File: src/rtl/usb_irq_pkg.sv
package usb_irq_pkg;
    localparam int STAT_W  = 4;
    localparam int CHG_PER_PORT = 4;
    localparam int READ_W  = 32;

    typedef struct packed {
        logic roll;   // bit 3
        logic port;   // bit 2
        logic err;    // bit 1
        logic done;   // bit 0
    } irq_stat_t;
endpackage

File: src/rtl/usb_irq_roll_det.sv
module usb_irq_roll_det #(
    parameter int FRAME_W  = 14,
    parameter int ROLL_BIT = 13
) (
    input  logic               clk,
    input  logic               rst_n,
    input  logic [FRAME_W-1:0] frame_idx,
    output logic               roll_evt
);
    logic bit_d, bit_q;
    logic unused_frame_bits;

    assign unused_frame_bits = ^frame_idx;

    always_comb begin
        bit_d    = frame_idx[ROLL_BIT];
        roll_evt = frame_idx[ROLL_BIT] ^ bit_q;
    end

    always_ff @(posedge clk) begin
        if (!rst_n) bit_q <= 1'b0;
        else        bit_q <= bit_d;
    end
endmodule

File: src/rtl/usb_irq_port_agg.sv
module usb_irq_port_agg #(
    parameter int NUM_PORTS = 4,
    parameter int CHG_W     = 4
) (
    input  logic                       clk,
    input  logic                       rst_n,
    input  logic [NUM_PORTS*CHG_W-1:0] port_chg,
    input  logic [NUM_PORTS-1:0]       port_owner,
    output logic                       port_evt
);
    localparam int LINES = NUM_PORTS * CHG_W;

    logic [LINES-1:0]     prev_d, prev_q;
    logic [LINES-1:0]     rise;
    logic [NUM_PORTS-1:0] port_hit;

    always_comb begin
        prev_d = port_chg;
        rise   = port_chg & ~prev_q;
    end

    for (genvar p = 0; p < NUM_PORTS; p++) begin : g_port
        assign port_hit[p] = (|rise[p*CHG_W +: CHG_W]) & ~port_owner[p];
    end

    assign port_evt = |port_hit;

    always_ff @(posedge clk) begin
        if (!rst_n) prev_q <= '0;
        else        prev_q <= prev_d;
    end

    assert_owned_ports_quiet_R5: assert property (@(posedge clk) disable iff (!rst_n)
        (&port_owner) |-> !port_evt);
endmodule

File: src/rtl/usb_irq_stat_reg.sv
module usb_irq_stat_reg
    import usb_irq_pkg::*;
(
    input  logic              clk,
    input  logic              rst_n,
    input  irq_stat_t         set_vec,
    input  logic              wr_en,
    input  logic [STAT_W-1:0] wr_data,
    output irq_stat_t         stat_q
);
    irq_stat_t         stat_d;
    logic [STAT_W-1:0] clr;

    always_comb begin
        clr    = wr_en ? wr_data : '0;
        stat_d = (stat_q & ~clr) | set_vec;   // set has priority
    end

    always_ff @(posedge clk) begin
        if (!rst_n) stat_q <= '0;
        else        stat_q <= stat_d;
    end

    for (genvar i = 0; i < STAT_W; i++) begin : g_chk
        assert_set_wins_R9: assert property (@(posedge clk) disable iff (!rst_n)
            set_vec[i] |=> stat_q[i]);
        assert_w1c_clears_R2: assert property (@(posedge clk) disable iff (!rst_n)
            (wr_en && wr_data[i] && !set_vec[i]) |=> !stat_q[i]);
        assert_sticky_hold_R2: assert property (@(posedge clk) disable iff (!rst_n)
            (stat_q[i] && !(wr_en && wr_data[i])) |=> stat_q[i]);
    end
endmodule

File: src/rtl/usb_irq_status.sv
module usb_irq_status
    import usb_irq_pkg::*;
#(
    parameter int FRAME_W   = 14,
    parameter int ROLL_BIT  = 13,
    parameter int NUM_PORTS = 4
) (
    input  logic                              clk,
    input  logic                              rst_n,
    input  logic [FRAME_W-1:0]                frame_idx,
    input  logic [NUM_PORTS*CHG_PER_PORT-1:0] port_chg,
    input  logic [NUM_PORTS-1:0]              port_owner,
    input  logic                              cmp_valid,
    input  logic                              cmp_err,
    input  logic                              cmp_ioc,
    input  logic                              cmp_short,
    input  logic                              wr_en,
    input  logic [STAT_W-1:0]                 wr_data,
    input  logic [STAT_W-1:0]                 irq_en,
    output logic [READ_W-1:0]                 rd_data,
    output logic                              irq
);
    logic      roll_evt, port_evt;
    irq_stat_t set_vec, stat_q;

    usb_irq_roll_det #(.FRAME_W(FRAME_W), .ROLL_BIT(ROLL_BIT)) u_roll (
        .clk(clk), .rst_n(rst_n), .frame_idx(frame_idx), .roll_evt(roll_evt)
    );

    usb_irq_port_agg #(.NUM_PORTS(NUM_PORTS), .CHG_W(CHG_PER_PORT)) u_port (
        .clk(clk), .rst_n(rst_n), .port_chg(port_chg),
        .port_owner(port_owner), .port_evt(port_evt)
    );

    always_comb begin
        set_vec.roll = roll_evt;
        set_vec.port = port_evt;
        set_vec.err  = cmp_valid & cmp_err;
        set_vec.done = cmp_valid & (cmp_ioc | cmp_short);
    end

    usb_irq_stat_reg u_stat (
        .clk(clk), .rst_n(rst_n), .set_vec(set_vec),
        .wr_en(wr_en), .wr_data(wr_data), .stat_q(stat_q)
    );

    always_comb begin
        rd_data = '0;
        rd_data[STAT_W-1:0] = stat_q;
        irq = |(stat_q & irq_en);
    end

    assert_dual_set_R8: assert property (@(posedge clk) disable iff (!rst_n)
        (cmp_valid && cmp_err && cmp_ioc) |=> (rd_data[1:0] == 2'b11));
    assert_roll_sets_R3: assert property (@(posedge clk) disable iff (!rst_n)
        roll_evt |=> rd_data[3]);
    assert_irq_gated_R10: assert property (@(posedge clk) disable iff (!rst_n)
        (irq_en == '0) |-> !irq);
endmodule

File: config.mk
export PLATFORM = sky130hd
export DESIGN_NAME = usb_irq_status
export DESIGN_NICKNAME = d
export VERILOG_FILES = /design/src/rtl/usb_irq_pkg.sv /design/src/rtl/usb_irq_roll_det.sv /design/src/rtl/usb_irq_port_agg.sv /design/src/rtl/usb_irq_stat_reg.sv /design/src/rtl/usb_irq_status.sv
export SDC_FILE = /design/constraint.sdc
export NUM_CORES = 1
export LEC_CHECK = 0
export BUFFER_PORTS_ARGS = -buffer_cell sky130_fd_sc_hd__buf_2
export CAP_MARGIN = 20
export CORE_MARGIN = 3
export CORE_UTILIZATION = 38
export CTS_BUF_LIST = sky130_fd_sc_hd__clkbuf_16
export DETAILED_ROUTE_END_ITERATION = 12
export HOLD_SLACK_MARGIN = 0.02
export PLACE_DENSITY = 0.86
export SYNTH_ARGS = -nofsm -noshare
export SYNTH_HDL_FRONTEND = slang
export SYNTH_SLANG_ARGS = --single-unit
File: constraint.sdc
create_clock -name clk -period 1.3 [get_ports clk]
set_input_delay 0.195 -clock clk [delete_from_list [all_inputs] [get_ports clk]]
set_output_delay 0.195 -clock clk [all_outputs]
set_load 0.02 [all_outputs]
==> impl_metrics.json <==
{
  "cts.clk_slew.worst_paths_ns": 0.06,
  "final_cell_area_mm2": 0.00126,
  "vias": 745,
  "cts_buffers": 3,
  "reg2reg_depth": 4,
  "avgViaCountPerCell": 4.16,
  "p_int_w": 0.00120,
  "cap_violations": 0,
  "min_to": "u_port.prev_q[12]$_SDFF_PN0_",
  "startpoint_type": "flip-flop",
  "die_h_um": 58.3,
  "setup_tns_ns": 0,
  "p_seq_share_pct": 43.4,
  "multi_input_area_um2": 489,
  "io-pin-count": 82,
  "path_class": "flip-flop to flip-flop",
  "cpMaxStageDelayCell": "a2111oi_4",
  "fin_crit_sh_pct": 96.5,
  "antennaDiodeCount": 0,
  "regArea_um2": 425,
  "critPathTopFamily": "compound AO/OA/AOI/OAI gates",
  "avgSynthCellArea_um2": 9.63,
  "hold_class": "primary input to flip-flop",
  "path_cells": "inv_1, a2111oi_4, o22ai_2, o41a_1",
  "ys_ff_latch": 21,
  "slew_viol_final": 0,
  "pwr-share-comb_pct": 16.3,
  "setup_viol": 0,
  "powerDensity_mw_per_mm2": 1280,
  "finalWirelength_um": 1740,
  "yosys.area.top_type_share_pct": 40.4,
  "area_growth_pct": 20.9,
  "cellLeakagePower_nw": 0.622,
  "grtUsageTotal_pct": 10.5,
  "critPathMaxFanout": 1,
  "holdCritStartpoint": "port_chg[12]",
  "switching_power_w": 0.000409,
  "r2r-start": "u_port.prev_q[15]$_SDFF_PN0_",
  "reg2reg_slack_ns": 0.05,
  "cts_sinks": 21,
  "grt.overflow.total": 0,
  "yosysWarnings": 0,
  "drc": 0,
  "grt_setup_unrepaired": "true",
  "ir_worst_vdd_uv": 1030,
  "synth_area_leader_cell": "dfxtp_1",
  "synthesis.area_mm2": 0.00104,
  "cp_num_buf_inv": 1,
  "grt_pass1_vias": 616,
  "floorplan.initialDensity_pct": 40.9,
  "synth-seq-area-share_pct": 40.4,
  "h-tree-depth": 1,
  "grt_max_degree": 22,
  "dpl-instance-area_mm2": 0.00116,
  "avgRoutedWirePerCell_um": 9.71,
  "clock_skew_ns": 0.00408,
  "hold_viol_final": 0,
  "fillers": 255,
  "pwr-share-clk_pct": 40.4,
  "cts_tree": "done",
  "cts_root_buf": "clkbuf_16",
  "port_buffers": 40,
  "synthTopCellsByArea": "dfxtp_1, buf_4, and2_1, a2111oi_4, a22oi_1",
  "fp-row-count": 18,
  "r2r-end": "u_stat.stat_q[2]$_SDFF_PN0_",
  "clk_latency_ns": 0.25,
  "gp_congestion": 0.652,
  "cts_hold_buf": 0,
  "cp.arrival_ns": 1.39,
  "antenna_left": 0,
  "synthCells": 108,
  "grt_pass1_wl_um": 2640,
  "dpl.hpwl_um": 1460,
  "drive_above_1_share_pct": 38.3,
  "cp.required_ns": 1.43,
  "status": "finished, final reports clean",
  "drt_iter0_markers": 5,
  "period_needed_ns": 1.25,
  "die_x_um": 58.3,
  "finalPower_w": 0.00161,
  "dpl.cell_count": 175,
  "antenna_found_initial": 0,
  "synth_cell_type_count": 22,
  "cpPeakStageDelay_ns": 0.34,
  "utilization_pct": 49.4,
  "p_sw_share_pct": 25.4,
  "clk_path_buf_depth": 2,
  "core-area_mm2": 0.00254,
  "critPathCaptureType": "flip-flop",
  "min_path_cells": 2,
  "final_cells": 179,
  "layout.nets": 199,
  "fmax_mhz": 797,
  "dr.pass1.iters": 2,
  "die-area_mm2": 0.00340
}
timing repair:
| item | in CTS | in global routing |
|---|---|---|
| pin swaps | 0 | 2 |
| endpoints found under the setup margin | 1 | 1 |
| setup buffers | 0 | 0 |
| gates resized for setup | 1 | 5 |
cell type report:
| cell class | instances | share of cell area (%) |
|---|---|---|
| flip-flops and latches | 21 | 33.8 |
| multi-input cells | 78 | 38.9 |
| repair buffers | 40 | 15.9 |
| inverters | 6 | 1.79 |
| clock buffers | 3 | 5.97 |
| well taps | 30 | 2.99 |
| clock inverters | 1 | 0.597 |
sequential cells by signal, indices dropped and copies added, names as in the netlist:
name           count
u_stat.stat_q      4
u_port.prev_q     16
u_roll.bit_q       1
cells by family (layout without fill, tap and decap cells):
group | Yosys count | in the layout | synth area share [%]
AOI/OAI and AO/OA | 15 | 15 | 14.2
xor gates and xnor gates | 1 | 1 | 0.843
buffers and inverters | 36 | 50 | 23.1
DFF | 21 | 21 | 40.4
other | 1 | 28 | 0.361
and+or+nand+nor | 34 | 34 | 21.1
metal layers:
layer	part of all wire, %	track usage [%]
met1	37	12.1
met2	46	17.5
met3	16	4.17
met4	0.81	3.97
met5	0	0
power by group through the flow:
stage | registers (W) | clock network, W | logic (W)
2_1_floorplan | 0.000721 | 0 | 0.000228
3_3_place_gp | 0.000710 | 0 | 0.000257
3_5_place_dp | 0.000711 | 0 | 0.000260
4_1_cts | 0.000697 | 0.000669 | 0.000263
5_1_grt | 0.000702 | 0.000712 | 0.000287
6_report | 0.000698 | 0.000650 | 0.000262
worst max path at each step:
stage | to | depth (start not counted) | from
3_3_place_gp | u_stat.stat_q[2]$_SDFF_PN0_ | 5 | port_chg[6]
3_5_place_dp | u_stat.stat_q[2]$_SDFF_PN0_ | 5 | port_chg[6]
2_1_floorplan | u_stat.stat_q[2]$_SDFF_PN0_ | 4 | u_port.prev_q[6]$_SDFF_PN0_
4_1_cts | u_stat.stat_q[2]$_SDFF_PN0_ | 4 | u_port.prev_q[6]$_SDFF_PN0_
6_report | u_stat.stat_q[2]$_SDFF_PN0_ | 4 | u_port.prev_q[15]$_SDFF_PN0_
5_1_grt | u_stat.stat_q[2]$_SDFF_PN0_ | 4 | u_port.prev_q[4]$_SDFF_PN0_
cells in the mapped netlist:
master / n
buf_4: 28
dfxtp_1: 21
and2_1: 16
a22oi_1: 5
inv_1: 5
nand2_1: 5
nor2b_1: 5
nand2b_1: 4
a2111oi_4: 2
a21boi_0: 2
a31oi_1: 2
clkbuf_1: 2
nor2b_4: 2
a21oi_1: 1
and2_2: 1
conb_1: 1
inv_2: 1
nor2b_2: 1
o21ai_0: 1
o22ai_1: 1
o41a_1: 1
xor2_1: 1
placed cells by master (no fill, tap or decap), drive strengths merged:
cell / netlist / final
buf: 28 / 40
conb: 1 / 28
dfxtp: 21 / 21
and2: 17 / 17
nor2b: 8 / 8
inv: 6 / 6
a22oi: 5 / 5
nand2: 5 / 5
nand2b: 4 / 4
clkbuf: 2 / 3
a21boi: 2 / 2
a31oi: 2 / 2
a2111oi: 2 / 2
xor2: 1 / 1
a21oi: 1 / 1
o21ai: 1 / 1
o22ai: 1 / 1
o41a: 1 / 1
clkinvlp: 0 / 1
per-stage QoR:
stage               setup WS [ns]  hold slack, ns
floorplan                  0.0971           0.317
global placement          -0.0267           0.408
detailed placement        -0.0230           0.414
CTS                       0.00300           0.150
global route            -0.000927           0.153
finish                     0.0457           0.151
Note: power is estimated with default switching activity, not from simulation.
